$ cat src/rtl/fop_pkg.sv
package fop_pkg;

  typedef enum logic [1:0] {
    FOP_SERIAL   = 2'd0,
    FOP_PARALLEL = 2'd1,
    FOP_PRESET   = 2'd2
  } fop_mode_e;

  typedef struct packed {
    fop_mode_e  mode;
    logic [1:0] pre_sel;
  } fop_cfg_t;

  // Mode decode from the select pins seen during master reset.
  function automatic fop_cfg_t fop_decode(input logic spm, input logic [1:0] sel);
    fop_cfg_t c;
    c.pre_sel = sel;
    if (!spm)            c.mode = FOP_SERIAL;
    else if (sel == 2'b00) c.mode = FOP_PARALLEL;
    else                 c.mode = FOP_PRESET;
    return c;
  endfunction

  // Preset constants per select code.
  function automatic int unsigned fop_preset(input logic [1:0] sel);
    case (sel)
      2'b01:   return 8;
      2'b10:   return 16;
      2'b11:   return 64;
      default: return 0;
    endcase
  endfunction

endpackage

$ cat src/rtl/fop_mode_latch.sv
module fop_mode_latch
  import fop_pkg::*;
(
  input  logic     clk,
  input  logic     mrst_n,
  input  logic     spm,
  input  logic     sel1,
  input  logic     sel0,
  input  logic     preset_ack,
  output fop_cfg_t cfg,
  output logic     preset_due
);

  fop_cfg_t cfg_q;
  logic     due_q;

  always_ff @(posedge clk) begin
    if (!mrst_n) begin
      cfg_q <= fop_decode(spm, {sel1, sel0});
      due_q <= 1'b1;
    end else if (preset_ack) begin
      due_q <= 1'b0;
    end
  end

  assign cfg        = cfg_q;
  assign preset_due = due_q;

endmodule

$ cat src/rtl/fop_progress.sv
module fop_progress #(
  parameter int CNT_W = 6
) (
  input  logic             clk,
  input  logic             mrst_n,
  input  logic [CNT_W-1:0] limit,
  input  logic             step,
  input  logic             force_done,
  output logic [CNT_W-1:0] cnt,
  output logic             done
);

  logic [CNT_W-1:0] cnt_q;
  logic             done_q;

  always_ff @(posedge clk) begin
    if (!mrst_n) begin
      cnt_q  <= '0;
      done_q <= 1'b0;
    end else if (force_done) begin
      done_q <= 1'b1;
    end else if (step && !done_q) begin
      cnt_q <= cnt_q + 1'b1;
      if (cnt_q == limit - 1'b1) done_q <= 1'b1;
    end
  end

  assign cnt  = cnt_q;
  assign done = done_q;

endmodule

$ cat src/rtl/fop_bank.sv
module fop_bank #(
  parameter int OFS_W = 8,
  localparam int NREG  = 4,
  localparam int CH_W  = NREG * OFS_W
) (
  input  logic             clk,
  input  logic             mrst_n,
  input  logic             shift_en,
  input  logic             shift_bit,
  input  logic             wr_en,
  input  logic [1:0]       wr_slot,
  input  logic [OFS_W-1:0] wr_word,
  input  logic             fill_en,
  input  logic [OFS_W-1:0] fill_word,
  output logic [CH_W-1:0]  chain
);

  // Slot k (0=Y1,1=X1,2=Y2,3=X2) occupies bits [(NREG-k)*OFS_W-1 -: OFS_W].
  logic [CH_W-1:0] chain_q;
  logic [CH_W-1:0] chain_d;

  always_comb begin
    chain_d = chain_q;
    if (shift_en) chain_d = {chain_q[CH_W-2:0], shift_bit};
    for (int k = 0; k < NREG; k++) begin
      if (wr_en && (wr_slot == 2'(k)))
        chain_d[(NREG-k)*OFS_W-1 -: OFS_W] = wr_word;
      if (fill_en)
        chain_d[(NREG-k)*OFS_W-1 -: OFS_W] = fill_word;
    end
  end

  always_ff @(posedge clk) begin
    if (!mrst_n) chain_q <= '0;
    else         chain_q <= chain_d;
  end

  assign chain = chain_q;

endmodule

$ cat src/rtl/fop_offset_prog.sv
module fop_offset_prog
  import fop_pkg::*;
#(
  parameter int DEPTH  = 256,
  parameter int DATA_W = 36,
  localparam int OFS_W = $clog2(DEPTH),
  localparam int CH_W  = 4 * OFS_W,
  localparam int CNT_W = $clog2(CH_W + 1)
) (
  input  logic              clk,
  input  logic              mrst_n,
  input  logic              prst_n,
  input  logic              spm,
  input  logic              msel1_sen_n,
  input  logic              msel0_sdi,
  input  logic              wr_valid,
  output logic              wr_ready,
  input  logic [DATA_W-1:0] wr_data,
  output logic [OFS_W-1:0]  y1,
  output logic [OFS_W-1:0]  x1,
  output logic [OFS_W-1:0]  y2,
  output logic [OFS_W-1:0]  x2,
  output logic              done
);

  fop_cfg_t         cfg;
  logic             preset_due;
  logic             active;
  logic             ser_mode;
  logic             ser_step;
  logic             par_step;
  logic             fill;
  logic [CNT_W-1:0] limit;
  logic [CNT_W-1:0] cnt;
  logic [CH_W-1:0]  chain;
  logic [OFS_W-1:0] fill_word;
  logic             unused_bits;

  fop_mode_latch u_mode (
    .clk        (clk),
    .mrst_n     (mrst_n),
    .spm        (spm),
    .sel1       (msel1_sen_n),
    .sel0       (msel0_sdi),
    .preset_ack (fill),
    .cfg        (cfg),
    .preset_due (preset_due)
  );

  assign active    = mrst_n && prst_n;
  assign ser_mode  = (cfg.mode == FOP_SERIAL);
  assign ser_step  = active && ser_mode && !done && !msel1_sen_n;
  assign wr_ready  = active && (cfg.mode == FOP_PARALLEL) && !done;
  assign par_step  = wr_valid && wr_ready;
  assign fill      = active && (cfg.mode == FOP_PRESET) && preset_due;
  assign limit     = ser_mode ? CNT_W'(CH_W) : CNT_W'(4);
  assign fill_word = OFS_W'(fop_preset(cfg.pre_sel));

  fop_progress #(.CNT_W(CNT_W)) u_prog (
    .clk        (clk),
    .mrst_n     (mrst_n),
    .limit      (limit),
    .step       (ser_step || par_step),
    .force_done (fill),
    .cnt        (cnt),
    .done       (done)
  );

  fop_bank #(.OFS_W(OFS_W)) u_bank (
    .clk       (clk),
    .mrst_n    (mrst_n),
    .shift_en  (ser_step),
    .shift_bit (msel0_sdi),
    .wr_en     (par_step),
    .wr_slot   (cnt[1:0]),
    .wr_word   (wr_data[OFS_W-1:0]),
    .fill_en   (fill),
    .fill_word (fill_word),
    .chain     (chain)
  );

  assign {y1, x1, y2, x2} = chain;
  assign unused_bits = ^{wr_data[DATA_W-1:OFS_W], cnt[CNT_W-1:2]};

endmodule

$ cat config.mk
export PLATFORM = sky130hd
export DESIGN_NAME = fop_offset_prog
export DESIGN_NICKNAME = d
export VERILOG_FILES = /design/src/rtl/fop_pkg.sv /design/src/rtl/fop_mode_latch.sv /design/src/rtl/fop_progress.sv /design/src/rtl/fop_bank.sv /design/src/rtl/fop_offset_prog.sv
export SDC_FILE = /design/constraint.sdc
export NUM_CORES = 1
export LEC_CHECK = 0
export ABC_AREA = 1
export BUFFER_PORTS_ARGS = -buffer_cell sky130_fd_sc_hd__buf_4
export CAP_MARGIN = 20
export CORE_MARGIN = 10
export CORE_UTILIZATION = 50
export DETAILED_ROUTE_END_ITERATION = 10
export GPL_TIMING_DRIVEN = 0
export PLACE_DENSITY = 0.9
export SYNTH_ARGS = -nofsm -noshare
export SYNTH_HDL_FRONTEND = slang
export SYNTH_SLANG_ARGS = --single-unit
export TNS_END_PERCENT = 20
$ cat constraint.sdc
create_clock -name clk -period 1.9 [get_ports clk]
set_input_delay 0.19 -clock clk [delete_from_list [all_inputs] [get_ports clk]]
set_output_delay 0.19 -clock clk [all_outputs]
set_load 0.02 [all_outputs]
* Word level (Yosys, flattened, before mapping)
Index checks and enable logic that the tools add are counted.
Widths: inputs -> output; s select.
** Storage, ports and cells
- Input bits :: 43
- Output and inout port bits :: 34
- Register bits after elaboration :: 44
** Operators by class
- Mux-type cells :: 15
- Bitwise logic cells :: 1
- Reduce and logical (&&, ||, !) cells :: 28
- Eq/ne operators :: 9
- Add/subtract/negate cells :: 2
** Operator list (number)
- $mux 8 :: 8
- $mux 32 :: 1
- $pmux 7 s3 :: 1
- $logic_and 1x1->1 :: 14
- $reduce_bool 3->1 :: 4
- $eq 2x2->1 const B :: 5
- $add 6x1->6 const B :: 1
- $eq 2x1->1 const B :: 3
- $eq 6x6->1 :: 1
- $logic_not 2->1 :: 3
- $mux 6 :: 1
- $sub 6x1->6 const B :: 1
- $reduce_and 2->1 :: 2
- $reduce_bool 2->1 :: 2
- $mux 1 :: 3
- $logic_not 1->1 :: 2
- $mux 2 :: 1
- $logic_or 1x1->1 :: 1
- $not 1->1 :: 1

* Depth between registers and ports, before layout
- Depth in word-level cells :: 8
- Mapped depth :: 9

* Cells and area by module
From an unflattened synthesis, not the netlist that was laid out.
** Unflattened totals
- Cell total of the unflattened synthesis :: 466
- Area total of the unflattened synthesis :: 2956.6 um2
** By module, submodules not included
- fop_bank :: cells an instance 341, times used 1, area an instance 2159.6 um2
- fop_progress :: cells an instance 85, times used 1, area an instance 513.0 um2
- fop_mode_latch :: cells an instance 16, times used 1, area an instance 183.9 um2
- fop_offset_prog :: cells an instance 24, times used 1, area an instance 100.1 um2

* Worst setup path before layout
No wires, ideal clock.
- Path kind :: register to register
- Start point :: reg u_prog.done_q, in the netlist u_prog.done
- End point :: reg u_bank.chain_q[11], in the netlist u_bank.chain[11]
- Stages on the path, launching flop included :: 9
- Setup slack :: 0.309 ns
- Clock period less this slack :: 1.591 ns
- Setup time :: 0.073 ns
- Data arrival time :: 1.518 ns
- Buffers on the path :: 1
- Cell sequence :: dfxtp_1 > inv_1 > nand3_1 > nor2_1 > clkbuf_1 > nand4_1 > nand2_1 > nand2_1 > a21oi_1
** On the way
- Longest elaborated chain between the ends :: 6
** RTL lines
- start, declared :: RTL line fop_progress.sv:14 : logic done_q;
- start signal, assigned :: RTL line fop_progress.sv:19 : done_q <= 1'b0;
- start signal, assigned :: RTL line fop_progress.sv:21 : done_q <= 1'b1;
- start signal, assigned :: RTL line fop_progress.sv:24 : if (cnt_q == limit - 1'b1) done_q <= 1'b1;
- $logic_not 1->1 (*) :: RTL line fop_offset_prog.sv:53 : assign wr_ready = active && (cfg.mode == FOP_PARALLEL) && !done;
- $logic_and 1x1->1 (*) :: RTL line fop_offset_prog.sv:53
- net wr_ready :: RTL line fop_offset_prog.sv:17 : output logic wr_ready,
- $logic_and 1x1->1 (*) :: RTL line fop_offset_prog.sv:54 : assign par_step = wr_valid && wr_ready;
- $logic_and 1x1->1 (*) :: RTL line fop_bank.sv:26 : if (wr_en && (wr_slot == 2'(k)))
- $mux 8 :: RTL line fop_bank.sv:26
- $mux 8 :: RTL line fop_bank.sv:28 : if (fill_en)
- end signal, assigned :: RTL line fop_bank.sv:35 : else chain_q <= chain_d;
- end, declared :: RTL line fop_bank.sv:19 : logic [CH_W-1:0] chain_q;
Mark *: on every way through the listed nets, which the timed path passes. The rest lies on a longest branch.
A chain may end at the register's enable or synchronous reset.

* Worst setup path after layout
- Start point :: reg u_mode.cfg_q, in the netlist u_mode.cfg[3]
- End point :: out wr_ready
** On the way
- Longest elaborated chain between the ends :: 3
** RTL lines
- start, declared :: RTL line fop_mode_latch.sv:14 : fop_cfg_t cfg_q;
- start signal, assigned :: RTL line fop_mode_latch.sv:19 : cfg_q <= fop_decode(spm, {sel1, sel0});
- $eq 2x1->1 :: RTL line fop_offset_prog.sv:53
- $logic_and 1x1->1 (2 in a row) :: RTL line fop_offset_prog.sv:53
- end, declared :: RTL line fop_offset_prog.sv:17
No other way between the ends.

==> impl_metrics.ini <==
[cts]
clock_tree.root_cell = clkbuf_8
clkSinkCount = 44
htreeDepth = 2
holdBufCountCts = 0
tritoncts = yes
clk_latency_ns = 0.31
clkSlewWorstSetupHoldPaths_ns = 0.07
cts_made_buffers = 5
clock_path_buffers = 2

[die]
boundaryPins = 77
die_area_sq_um = 7800
die_w_um = 88.3
start_util_pct = 52.5
row_count = 24
coreArea_sq_um = 4440
die_y_um = 88.3

[power]
p_leak_uw = 0.00127
ir_worst_vdd_v = 0.000451
pwr_density_cell_nw_per_um2 = 680

[logic_synthesis]
synthTopCellsByArea = dfxtp_1 34%, nand2_1 22%, a21oi_1 8.4%
synth_common_cells = 136 x nand2_1, 40 x dfxtp_1, 39 x a21oi_1
synth_nets = 392
yosys_warnings = 0
synth.distinct_cells = 23
syn_area_sq_um = 2330
ys_seq_elements = 44
post-synth-top-count-cell = nand2_1
ys_seq_area_share_pct = 39.4
yosysTopAreaCell = dfxtp_1
synth.avg_cell_area_sq_um = 6.77
syn_inst = 345
synth_edf_count = 4
synthArstFlopShare_pct = 0
netlist.area_leader.share_pct = 34.3
synth_flop_cell = dfxtp_1

[sta]
finalSetupViolCount = 0
hold_ws_ns = 0.100
fin_skew_ns = 0.0131
slew_violations = 0
min_period_ns = 1.83
final_hold_viol_count = 0
period_share_pct = 96.3
max_slew_margin_pct = 49.3
fmax_mhz = 547
worst_pin_slew_ns = 0.760

[detailed_routing]
wirelength_mm = 7.05
ant_nets = 0
drt_first_pass_iters = 5
drtIter0Drc = 289
wire_per_inst_um = 15.5
vias = 2569
drc = 0
viasPerCell = 5.66

[global_routing]
grt_pass1_wl_mm = 11.1
grt_remaining_overflow = 0
antenna_found_initial = 0
grt_util_all_layers_pct = 17.4
grt_pass1_vias = 2341
grt_max_degree = 14

[finish]
fin_area_sq_um = 2970
antennaDiodeCount = 0
fill_cells = 381
final_nets = 449
layout-drive-gt1-share_pct = 19.7
syn_to_final_growth_pct = 27.2
final_cells = 454
fin_util_pct = 66.8

[outcome]
status = finished clean

[setup_path]
required_ns = 1.71
crit_type = register to output port
crit_path_start_kind = register
slowest_stage = edfxtp_1
path_cells = inv_1, nand2_1, nor2_1, clkbuf_2, buf_4
crit_path_end_kind = output port
arrival_ns = 1.64
r2r-end = u_bank.chain[31]$_SDFFE_PN0P_
r2r-start = u_prog.done$_SDFFE_PN0P_
critPathMaxFanout = 10
r2r_setup_slack_ns = 0.10
slowest_delay_ns = 0.47
rr_worst_depth = 6

[worst_hold_path]
min-delay-path-class = primary input to register
hold_path_depth = 1
hold_path_end = u_mode.cfg[1]$_DFFE_PN_
hold_start = msel1_sen_n

[place]
globalplace.congestion = 0.900
dp.cells = 444
hpwlAfterDp_mm = 4.89
port_buffers = 47
dpl_cell_area_sq_um = 2750

[flow_run]
cap_violations = 0
[metrics by stage]
stage	setup TNS, ns	power [uW]	setup slack, ns
6_report	0	2020	0.0704
5_1_grt	-0.0748	2090	-0.0387
4_1_cts	-0.00277	2000	-0.00277
3_5_place_dp	-0.00686	1220	-0.00686
3_3_place_gp	0	1220	0.0814
2_1_floorplan	0	1140	0.309
[power breakdown]
part / total (uW) / leakage (uW) / internal (uW) / switching, uW
registers: 981 / 0.000362 / 960 / 21.2
logic: 248 / 0.000846 / 88.3 / 160
clock network: 791 / 0.0000624 / 465 / 326
[cell usage in the layout, fill, tap and decap left out, types with 5 or more instances in the layout]
| cell | Yosys | routed |
|---|---|---|
| a21oi_1 | 39 | 39 |
| buf_2 | 5 | 5 |
| buf_4 | 0 | 51 |
| clkbuf_8 | 0 | 5 |
| dfxtp_1 | 40 | 40 |
| inv_1 | 27 | 26 |
| nand2_1 | 136 | 135 |
| nand3_1 | 8 | 8 |
| nand3b_1 | 8 | 8 |
| nand4_1 | 13 | 13 |
| nor2_1 | 11 | 10 |
| o21ai_0 | 25 | 25 |
[worst max-delay path by stage]
stage / start / end / slack, ns / depth (start not counted)
global placement: u_mode.cfg[3]$_SDFFCE_PN0N_ / u_bank.chain[20]$_SDFFE_PN0P_ / 0.08 / 5
detailed placement: u_mode.cfg[3]$_SDFFCE_PN0N_ / u_bank.chain[22]$_SDFFE_PN0P_ / -0.007 / 5
finish: u_mode.cfg[3]$_SDFFCE_PN0N_ / wr_ready / 0.07 / 5
floorplan: u_prog.done$_SDFFE_PN0P_ / u_bank.chain[11]$_SDFFE_PN0P_ / 0.31 / 8
global route: u_mode.cfg[3]$_SDFFCE_PN0N_ / wr_ready / -0.04 / 5
CTS: u_mode.cfg[3]$_SDFFCE_PN0N_ / u_bank.chain[23]$_SDFFE_PN0P_ / -0.003 / 6
[kinds of logic after synthesis]
| kind of cell | after synthesis | share of synthesized area, % |
|---|---|---|
| AND/OR/NAND/NOR | 186 | 35.5 |
| AO/OA/AOI/OAI | 69 | 15.5 |
| flip-flops | 44 | 39.4 |
| buffers and inverters | 40 | 6.70 |
| adder cells (fa/ha/maj) | 4 | 2.14 |
| XOR/XNOR | 2 | 0.750 |
[per-layer routing]
metal	part of all wire (%)	track usage [%]
met1	44	21.7
met2	48	28.7
met3	8.0	5.06
met4	0.60	4.55
met5	0	0
[what timing repair did]
action | in CTS | in global routing
setup endpoints to repair | 4 | 37
setup buffers | 0 | 4
resized for setup | 1 | 12
pin swaps | 0 | 1
hold endpoints to repair | 0 | 0
[registers in the layout, indices dropped and copies added, names as in the netlist]
register           count
u_mode.cfg             4
u_prog.done            1
u_prog.cnt             6
u_mode.preset_due      1
u_bank.chain          32
[area by class of cell]
type | instances | area, sq um | share of cell area [%]
Multi-Input combinational cell | 261 | 1320 | 44.6
Sequential cell | 44 | 921 | 31.0
Timing Repair Buffer | 51 | 383 | 12.9
Inverter | 28 | 105 | 3.54
Clock buffer | 6 | 93.8 | 3.16
Tap cell | 52 | 65.1 | 2.19
Buffer | 11 | 48.8 | 1.64
Clock inverter | 1 | 30.0 | 1.01
[critical path: cells and delay by family, from the launching register on]
kind / cells / cell delay [ns]
simple gates: 2 / 0.30
flops: 1 / 0.47
buf+inv: 3 / 0.57
No activity file was read; power rests on OpenSTA's default activity.
